## src/rtl/tmr_chan_pkg.sv

```systemverilog
package tmr_chan_pkg;

  localparam int CTRL_W = 6;

  typedef enum logic [1:0] {
    FMT_NONE = 2'b00,
    FMT_LO   = 2'b01,
    FMT_HI   = 2'b10,
    FMT_LOHI = 2'b11
  } fmt_e;

  function automatic fmt_e fmt_of(input logic [CTRL_W-1:0] bits);
    return fmt_e'(bits[5:4]);
  endfunction

endpackage

```

## src/rtl/tmr_chan_ctrl.sv

```systemverilog
module tmr_chan_ctrl
  import tmr_chan_pkg::*;
(
  input  logic              clk,
  input  logic              rst_n,
  input  logic              cw_wr,
  input  logic [CTRL_W-1:0] cw_bits,
  output logic [CTRL_W-1:0] ctrl_q,
  output logic              cw_prog,
  output logic              cw_latch,
  output fmt_e              fmt
);

  logic [CTRL_W-1:0] ctrl_n;
  logic              ctrl_en;

  // A strobe with format 00 is a latch command, not a program.
  assign cw_prog  = cw_wr && (fmt_of(cw_bits) != FMT_NONE);
  assign cw_latch = cw_wr && (fmt_of(cw_bits) == FMT_NONE);
  assign ctrl_en  = cw_prog;
  assign fmt      = fmt_of(ctrl_q);

  always_comb begin
    ctrl_n = ctrl_q;
    if (ctrl_en) ctrl_n = cw_bits;
  end

  always_ff @(posedge clk or negedge rst_n) begin
    if (!rst_n)       ctrl_q <= '0;
    else if (ctrl_en) ctrl_q <= ctrl_n;
  end

endmodule

```

## src/rtl/tmr_chan_wr.sv

```systemverilog
module tmr_chan_wr
  import tmr_chan_pkg::*;
#(
  parameter int CNT_W  = 16,
  localparam int BYTE_W = CNT_W / 2
) (
  input  logic              clk,
  input  logic              rst_n,
  input  logic              cw_prog,
  input  fmt_e              fmt,
  input  logic              cnt_wr,
  input  logic [BYTE_W-1:0] wr_byte,
  input  logic              load_done,
  output logic [CNT_W-1:0]  cr_q,
  output logic              ready_q,
  output logic              null_q
);

  logic [CNT_W-1:0] cr_n;
  logic             wptr_q, wptr_n;
  logic             fin;
  logic             cr_en;
  logic             null_n;

  assign cr_en = cw_prog || cnt_wr;

  always_comb begin
    cr_n   = cr_q;
    wptr_n = wptr_q;
    fin    = 1'b0;
    if (cw_prog) begin
      cr_n   = '0;
      wptr_n = 1'b0;
    end else if (cnt_wr) begin
      unique case (fmt)
        FMT_LO: begin
          cr_n[0 +: BYTE_W] = wr_byte;
          fin = 1'b1;
        end
        FMT_HI: begin
          cr_n[BYTE_W +: BYTE_W] = wr_byte;
          fin = 1'b1;
        end
        FMT_LOHI: begin
          if (!wptr_q) begin
            cr_n[0 +: BYTE_W] = wr_byte;
            wptr_n = 1'b1;
          end else begin
            cr_n[BYTE_W +: BYTE_W] = wr_byte;
            wptr_n = 1'b0;
            fin = 1'b1;
          end
        end
        default: ;  // unprogrammed: write ignored
      endcase
    end
  end

  // Set has priority over the clear from the counting element.
  always_comb begin
    null_n = null_q;
    if (cw_prog || fin) null_n = 1'b1;
    else if (load_done) null_n = 1'b0;
  end

  always_ff @(posedge clk or negedge rst_n) begin
    if (!rst_n) begin
      cr_q   <= '0;
      wptr_q <= 1'b0;
    end else if (cr_en) begin
      cr_q   <= cr_n;
      wptr_q <= wptr_n;
    end
  end

  always_ff @(posedge clk or negedge rst_n) begin
    if (!rst_n) begin
      ready_q <= 1'b0;
      null_q  <= 1'b0;
    end else begin
      ready_q <= fin;
      null_q  <= null_n;
    end
  end

endmodule

```

## src/rtl/tmr_chan_rd.sv

```systemverilog
module tmr_chan_rd
  import tmr_chan_pkg::*;
#(
  parameter int CNT_W  = 16,
  localparam int BYTE_W = CNT_W / 2
) (
  input  logic              clk,
  input  logic              rst_n,
  input  logic              cw_prog,
  input  fmt_e              fmt,
  input  logic              rd_strobe,
  input  logic              cnt_latch_req,
  input  logic              sts_latch_req,
  input  logic [CNT_W-1:0]  live_count,
  input  logic [BYTE_W-1:0] sts_in,
  output logic [BYTE_W-1:0] rd_data,
  output logic              cnt_latched_q,
  output logic              sts_latched_q,
  output logic [CNT_W-1:0]  ol_q
);

  logic              cnt_latched_n, sts_latched_n;
  logic [CNT_W-1:0]  ol_n;
  logic [BYTE_W-1:0] sts_q, sts_n;
  logic              rptr_q, rptr_n;
  logic              ol_en, sts_en;
  logic              pick_hi;
  logic              last_byte;
  logic [CNT_W-1:0]  src;

  // Read source: frozen snapshot or the live value.
  assign src       = cnt_latched_q ? ol_q : live_count;
  assign pick_hi   = (fmt == FMT_HI) || ((fmt == FMT_LOHI) && rptr_q);
  assign last_byte = (fmt != FMT_LOHI) || rptr_q;
  assign rd_data   = sts_latched_q ? sts_q
                   : (pick_hi ? src[BYTE_W +: BYTE_W] : src[0 +: BYTE_W]);

  assign ol_en  = cnt_latch_req && !cnt_latched_q && !cw_prog;
  assign sts_en = sts_latch_req && !sts_latched_q && !cw_prog;

  always_comb begin
    cnt_latched_n = cnt_latched_q;
    sts_latched_n = sts_latched_q;
    rptr_n        = rptr_q;
    ol_n          = ol_q;
    sts_n         = sts_q;
    if (cw_prog) begin
      cnt_latched_n = 1'b0;
      sts_latched_n = 1'b0;
      rptr_n        = 1'b0;
    end else begin
      if (rd_strobe) begin
        if (sts_latched_q) begin
          sts_latched_n = 1'b0;
        end else begin
          if (fmt == FMT_LOHI) rptr_n = !rptr_q;
          if (last_byte) cnt_latched_n = 1'b0;
        end
      end
      if (ol_en) begin
        ol_n          = live_count;
        cnt_latched_n = 1'b1;
      end
      if (sts_en) begin
        sts_n         = sts_in;
        sts_latched_n = 1'b1;
      end
    end
  end

  always_ff @(posedge clk or negedge rst_n) begin
    if (!rst_n) begin
      cnt_latched_q <= 1'b0;
      sts_latched_q <= 1'b0;
      rptr_q        <= 1'b0;
    end else begin
      cnt_latched_q <= cnt_latched_n;
      sts_latched_q <= sts_latched_n;
      rptr_q        <= rptr_n;
    end
  end

  always_ff @(posedge clk or negedge rst_n) begin
    if (!rst_n)     ol_q <= '0;
    else if (ol_en) ol_q <= ol_n;
  end

  always_ff @(posedge clk or negedge rst_n) begin
    if (!rst_n)      sts_q <= '0;
    else if (sts_en) sts_q <= sts_n;
  end

endmodule

```

## src/rtl/tmr_chan_regs.sv

```systemverilog
module tmr_chan_regs
  import tmr_chan_pkg::*;
#(
  parameter int CNT_W  = 16,
  localparam int BYTE_W = CNT_W / 2
) (
  input  logic              clk,
  input  logic              rst_n,
  input  logic              cw_wr,
  input  logic              cnt_wr,
  input  logic              rd_strobe,
  input  logic              cnt_latch_cmd,
  input  logic              sts_latch_cmd,
  input  logic [BYTE_W-1:0] wr_data,
  input  logic [CNT_W-1:0]  live_count,
  input  logic              out_level,
  input  logic              load_done,
  output logic [BYTE_W-1:0] rd_data,
  output logic [CNT_W-1:0]  count_reg,
  output logic              new_count_ready
);

  logic [CTRL_W-1:0] ctrl_w;
  logic              cw_prog_w, cw_latch_w;
  fmt_e              fmt_w;
  logic              null_flag_w;
  logic              cnt_latched_w, sts_latched_w;
  logic [CNT_W-1:0]  ol_w;
  logic [BYTE_W-1:0] sts_byte_w;
  logic              cnt_latch_req_w;

  assign cnt_latch_req_w = cnt_latch_cmd || cw_latch_w;
  assign sts_byte_w      = {out_level, null_flag_w, ctrl_w};

  tmr_chan_ctrl u_ctrl (
    .clk      (clk),
    .rst_n    (rst_n),
    .cw_wr    (cw_wr),
    .cw_bits  (wr_data[CTRL_W-1:0]),
    .ctrl_q   (ctrl_w),
    .cw_prog  (cw_prog_w),
    .cw_latch (cw_latch_w),
    .fmt      (fmt_w)
  );

  tmr_chan_wr #(.CNT_W(CNT_W)) u_wr (
    .clk       (clk),
    .rst_n     (rst_n),
    .cw_prog   (cw_prog_w),
    .fmt       (fmt_w),
    .cnt_wr    (cnt_wr),
    .wr_byte   (wr_data),
    .load_done (load_done),
    .cr_q      (count_reg),
    .ready_q   (new_count_ready),
    .null_q    (null_flag_w)
  );

  tmr_chan_rd #(.CNT_W(CNT_W)) u_rd (
    .clk           (clk),
    .rst_n         (rst_n),
    .cw_prog       (cw_prog_w),
    .fmt           (fmt_w),
    .rd_strobe     (rd_strobe),
    .cnt_latch_req (cnt_latch_req_w),
    .sts_latch_req (sts_latch_cmd),
    .live_count    (live_count),
    .sts_in        (sts_byte_w),
    .rd_data       (rd_data),
    .cnt_latched_q (cnt_latched_w),
    .sts_latched_q (sts_latched_w),
    .ol_q          (ol_w)
  );

endmodule

```

## config.mk

```make
export PLATFORM = sky130hd
export DESIGN_NAME = tmr_chan_regs
export DESIGN_NICKNAME = d
export VERILOG_FILES = /design/src/rtl/tmr_chan_pkg.sv /design/src/rtl/tmr_chan_ctrl.sv /design/src/rtl/tmr_chan_wr.sv /design/src/rtl/tmr_chan_rd.sv /design/src/rtl/tmr_chan_regs.sv
export SDC_FILE = /design/constraint.sdc
export NUM_CORES = 1
export LEC_CHECK = 0
export CORE_AREA = 2 2 67 85
export DETAILED_ROUTE_END_ITERATION = 8
export DIE_AREA = 0 0 69 87
export GPL_TIMING_DRIVEN = 0
export PLACE_DENSITY = 0.87
export REMOVE_ABC_BUFFERS = 1
export SKIP_LAST_GASP = 1
export SLEW_MARGIN = 20
export SYNTH_ARGS = -nofsm -noshare
export SYNTH_HDL_FRONTEND = slang
export SYNTH_SLANG_ARGS = --single-unit
```

## constraint.sdc

```tcl
create_clock -name clk -period 2.86 [get_ports clk]
set_clock_uncertainty 0.1 [all_clocks]
set_input_delay 0.572 -clock clk [delete_from_list [all_inputs] [get_ports clk]]
set_output_delay 0.572 -clock clk [all_outputs]
set_load 0.02 [all_outputs]
```

### Word level (Yosys, flattened, before mapping)

Index checks and enable logic that the tools add are counted.

* register bits after elaboration: 52
* input bits: 33

* eq/ne operators: 8
* multiplexer cells: 31
* bitwise gates (word level): 1
* reduce and logical (&&, ||, !) cells: 35

Operator list (number)
* $mux W16: 3
* $mux W8: 4
* $pmux W8 S2: 2
* $mux W1: 21
* $reduce_bool A3 Y1: 5
* $reduce_bool A2 Y1: 5
* $ne A3 B2 Y1 const B: 3
* $reduce_and A3 Y1: 3
* $reduce_and A4 Y1: 2
* $logic_and A1 B1 Y1: 7
* $logic_or A1 B1 Y1: 5
* $eq A2 B2 Y1 const B: 2
* $logic_not A1 Y1: 4
* $reduce_and A2 Y1: 2
* $eq A2 B1 Y1 const B: 1
* $logic_not A2 Y1: 1
* $ne A2 B1 Y1 const B: 1
* $ne A2 B2 Y1 const B: 1
* $pmux W1 S2: 1
* $reduce_or A2 Y1: 1
* $not A1 Y1: 1

### Longest topological paths before layout

* depth after elaboration: 7
* depth in mapped cells: 7
* mapped depth without buffers: 6

### By module

Synthesis repeated with hierarchy kept, for this count alone.

* cells, all modules: 233
* area, all modules: 2716.4 sq um

By module, submodules not included
* tmr_chan_rd: instances 1, cells an instance 121, area each 1487.7 sq um, sequential area each 675.6 sq um
* tmr_chan_wr: instances 1, cells an instance 92, area each 942.2 sq um, sequential area each 475.5 sq um
* tmr_chan_ctrl: instances 1, cells an instance 19, area each 280.3 sq um, sequential area each 150.1 sq um
* tmr_chan_regs: instances 1, cells an instance 1, area each 6.3 sq um, sequential area each 0.0 sq um

### Least setup slack after synthesis

OpenSTA, ideal clock, no wires.

* kind: register to output
* start: register u_ctrl.ctrl_q[4]
* end: output rd_data[6]
* arrival time: 1677 ps
* path slack: 511 ps
* cell stages (with the launch flop): 6
* path buffers: 1
* cells stage by stage: dfrtp_1 -> ha_1 -> buf_2 -> a21oi_2 -> mux4_2 -> mux2_2

* longest elaborated chain between the ends: 5
* elaborated cells on any way between the ends: 6
* those cells by class: eq/ne: 2; mux: 2; reduce/logical: 2

RTL lines
* start: declaration: RTL line tmr_chan_ctrl.sv:8 `output logic [CTRL_W-1:0] ctrl_q,`
* start signal: assignment: RTL line tmr_chan_ctrl.sv:30 `else if (ctrl_en) ctrl_q <= ctrl_n;`
* $eq A2 B2 Y1: RTL line tmr_chan_rd.sv:33 `assign pick_hi = (fmt == FMT_HI) || ((fmt == FMT_LOHI) && rptr_q);`
* $logic_and A1 B1 Y1: RTL line tmr_chan_rd.sv:33
* $logic_or A1 B1 Y1 (*): RTL line tmr_chan_rd.sv:33
* $mux W8 (*): RTL line tmr_chan_rd.sv:36 `: (pick_hi ? src[BYTE_W +: BYTE_W] : src[0 +: BYTE_W]);`
* $mux W8 (*): RTL line tmr_chan_rd.sv:35 `assign rd_data = sts_latched_q ? sts_q`
* end: declaration: RTL line tmr_chan_regs.sv:18 `output logic [BYTE_W-1:0] rd_data,`

Mark *: on every way between the ends. The rest lies on a longest branch, timed or not.

### Worst setup path in the final report

* start: register u_ctrl.ctrl_q[4]
* end: output rd_data[5]

Same word-level chain as after synthesis.

==> metrics.cfg <==
[outcome]
status=complete, no violations

[drt]
num_vias=1579
drc=0
wl_um=4990
drt_iter0_drc=85
first_pass_iters=4
wl_per_cell_um=16.6
viasPerCell=5.26
ant_nets=0

[pwr]
p_sw_frac=0.287
clockPowerShare=0.233
total_power_w=0.00209
p_leak_nw=1.42
ir_worst_vdd_mv=0.257
pwr-share-seq=0.467
switching_power_w=0.000601
combPwrFrac=0.300
power.density_nw_per_um2=666
p_int_w=0.00149

[clock_network]
numCtsBuffers=5
clock_latency_ns=0.30
clockRootBuffer=clkbuf_8
cts_tree=yes
cts.clk_slew.worst_paths_ns=0.09
clock_path_buffers=2
clock_sinks=52
cts_htree_levels=2

[timing]
fin_crit_ns=2.77
hold_viol=0
setup_viol=0
worst_slew_pin_slew_ns=0.630
drv_slew=0
worst_slack_ns=0.0851
slew-limit-headroom=0.580
fmax_ghz=0.360
fin_crit_sh=0.970
whs_ns=0.183
rsz0062_at_grt=yes

[die]
die_area_um2=6000
core_area_um2=5260
die_y_um=87
std_cell_rows=30
ios=58
start_util=0.466
die_x_um=69

[global_route]
grt_max_degree=53
antenna_found_initial=0
grt_usage=0.183
first_global_vias=1737
grt_pass1_wl_um=8560
globalRoute.totalOverflow=0

[cells_and_area]
synthToLayoutAreaGrowth_pct=28.4
multiInputGateArea_um2=1090
layout.nets=272
final_core_util=0.599
fillers=429
drive_above_1_share=0.284
mostFrequentLayoutCells=dfrtp_1, clkdlybuf4s50_1, mux2_2
antenna_cells=0
fin_cells=300
seq_area_um2=1300
mostFrequentLayoutCell=dfrtp_1

[synthesis]
yosysSeqAreaShare=0.531
syn_inst=178
synth_seq_cells=52
yosys_warnings=0
ys_types=32
avgSynthCellArea_um2=13.8
synth.cell_area_um2=2450

[placement]
dp_cells=291
gp_congestion=0.731
portBuffers=57
dp_worst_setup_slack_ns=-0.230

[worst_setup_path]
crit_arrival_ns=2.10
ff2ff_path_depth=2
start_kind=flop
max_stage_delay_ns=0.41
crit_required_ns=2.19
worstSetupPathType=flop to output pin
path_cells=ha_2, a21oi_4, buf_12, mux4_2, mux2_2, clkdlybuf4s15_1
crit_path_top_delay_cell=dfrtp_1
endpoint_kind=output pin
crit_buf_inv=2
critical_path.top_delay_family=multiplexers
worst-path-stages=6
path_max_fanout=8

[worst_hold_path]
hold_path.class=primary input to asynchronous set/reset pin

[flow_run]
maxCapViolations=0

[layout make-up]
cell class,instances,area share
repair buffers,58,0.176
clock inverters,2,0.0111
flip-flops and latches,52,0.414
inverters,3,0.00358
multi-input cells,115,0.347
well taps,64,0.0255
clock buffers,6,0.0231
[sequential cells by signal (all words and copies together) (netlist names)]
register,flops
u_ctrl.ctrl_q,6
u_rd.cnt_latched_q,1
u_rd.ol_q,16
u_rd.rptr_q,1
u_rd.sts_latched_q,1
u_rd.sts_q,8
u_wr.cr_q,16
u_wr.null_q,1
u_wr.ready_q,1
u_wr.wptr_q,1
[cell families after synthesis]
| family | after synthesis | share of synthesized area |
|---|---|---|
| buf+inv | 11 | 0.0286 |
| simple gates | 42 | 0.0833 |
| fa+ha+maj | 4 | 0.0204 |
| mux | 47 | 0.262 |
| xor+xnor | 2 | 0.00715 |
| compound gates | 20 | 0.0674 |
| flops | 52 | 0.531 |
[metrics by stage]
step | area (µm²) | TNS, ns
floorplan | 2390 | 0
global placement | 3040 | -19.18
detailed placement | 3040 | -1.66
CTS | 3180 | -0.000561
global route | 3150 | -0.0276
finish | 3150 | 0
[per-layer routing]
metal,vias up,global-route usage,part of all wire
met5,-,0,0
met4,0,0.0588,0.013
met3,7,0.0359,0.041
met2,41,0.329,0.52
met1,788,0.223,0.43
li1,743,-,-
[path summary, 6_finish.rpt]
| check | from | to | slack, ns |
|---|---|---|---|
| max | u_ctrl.ctrl_q[4] | rd_data[5] | 0.09 |
| min in group clk | u_ctrl.ctrl_q[1] | u_ctrl.ctrl_q[1] | 0.39 |
| min | rst_n | u_rd.ol_q[11] | 0.18 |
| max reg2reg | u_rd.cnt_latched_q | u_rd.ol_q[0] | 1.11 |
| max in group asynchronous | rst_n | u_rd.cnt_latched_q | 2.03 |
| min reg2reg | u_ctrl.ctrl_q[1] | u_ctrl.ctrl_q[1] | 0.39 |
[timing repair]
item | in CTS | in global routing
buffers inserted | 1 | 0
pin swaps | 1 | 0
hold buffers | 0 | 0
endpoints found under the setup margin | 8 | 8
resized for setup | 17 | 10
[Yosys cell counts]
library cell / instances / area share
dfrtp_1: 52 / 0.53
mux2_2: 21 / 0.097
nand2_1: 18 / 0.028
nor2_1: 13 / 0.020
mux2_4: 9 / 0.055
mux2i_1: 9 / 0.037
a22o_1: 8 / 0.029
mux4_2: 8 / 0.074
o21ai_0: 5 / 0.010
ha_1: 4 / 0.020
buf_4: 3 / 0.0092
inv_1: 3 / 0.0046
nand2b_1: 3 / 0.0077
buf_2: 2 / 0.0041
buf_6: 2 / 0.0092
xor2_1: 2 / 0.0072
a211oi_1: 1 / 0.0031
a21bo_2: 1 / 0.0041
a21oi_1: 1 / 0.0020
a21oi_2: 1 / 0.0036
a31o_2: 1 / 0.0036
a31oi_4: 1 / 0.0087
and2b_2: 1 / 0.0036
and4_4: 1 / 0.0046
clkbuf_1: 1 / 0.0015
nand3_1: 1 / 0.0020
nand3b_2: 1 / 0.0046
nor2_4: 1 / 0.0046
nor2b_1: 1 / 0.0026
o21ai_2: 1 / 0.0036
or2_1: 1 / 0.0026
or3b_2: 1 / 0.0036
[power by group through the flow]
stage	combinational, W	clock (W)	sequential (W)
floorplan	0.000385	0	0.000994
global placement	0.000645	0	0.000982
detailed placement	0.000657	0	0.000992
CTS	0.000650	0.000498	0.000981
global route	0.000678	0.000538	0.00100
finish	0.000628	0.000489	0.000978
Note: power is estimated with default switching activity, not from simulation.
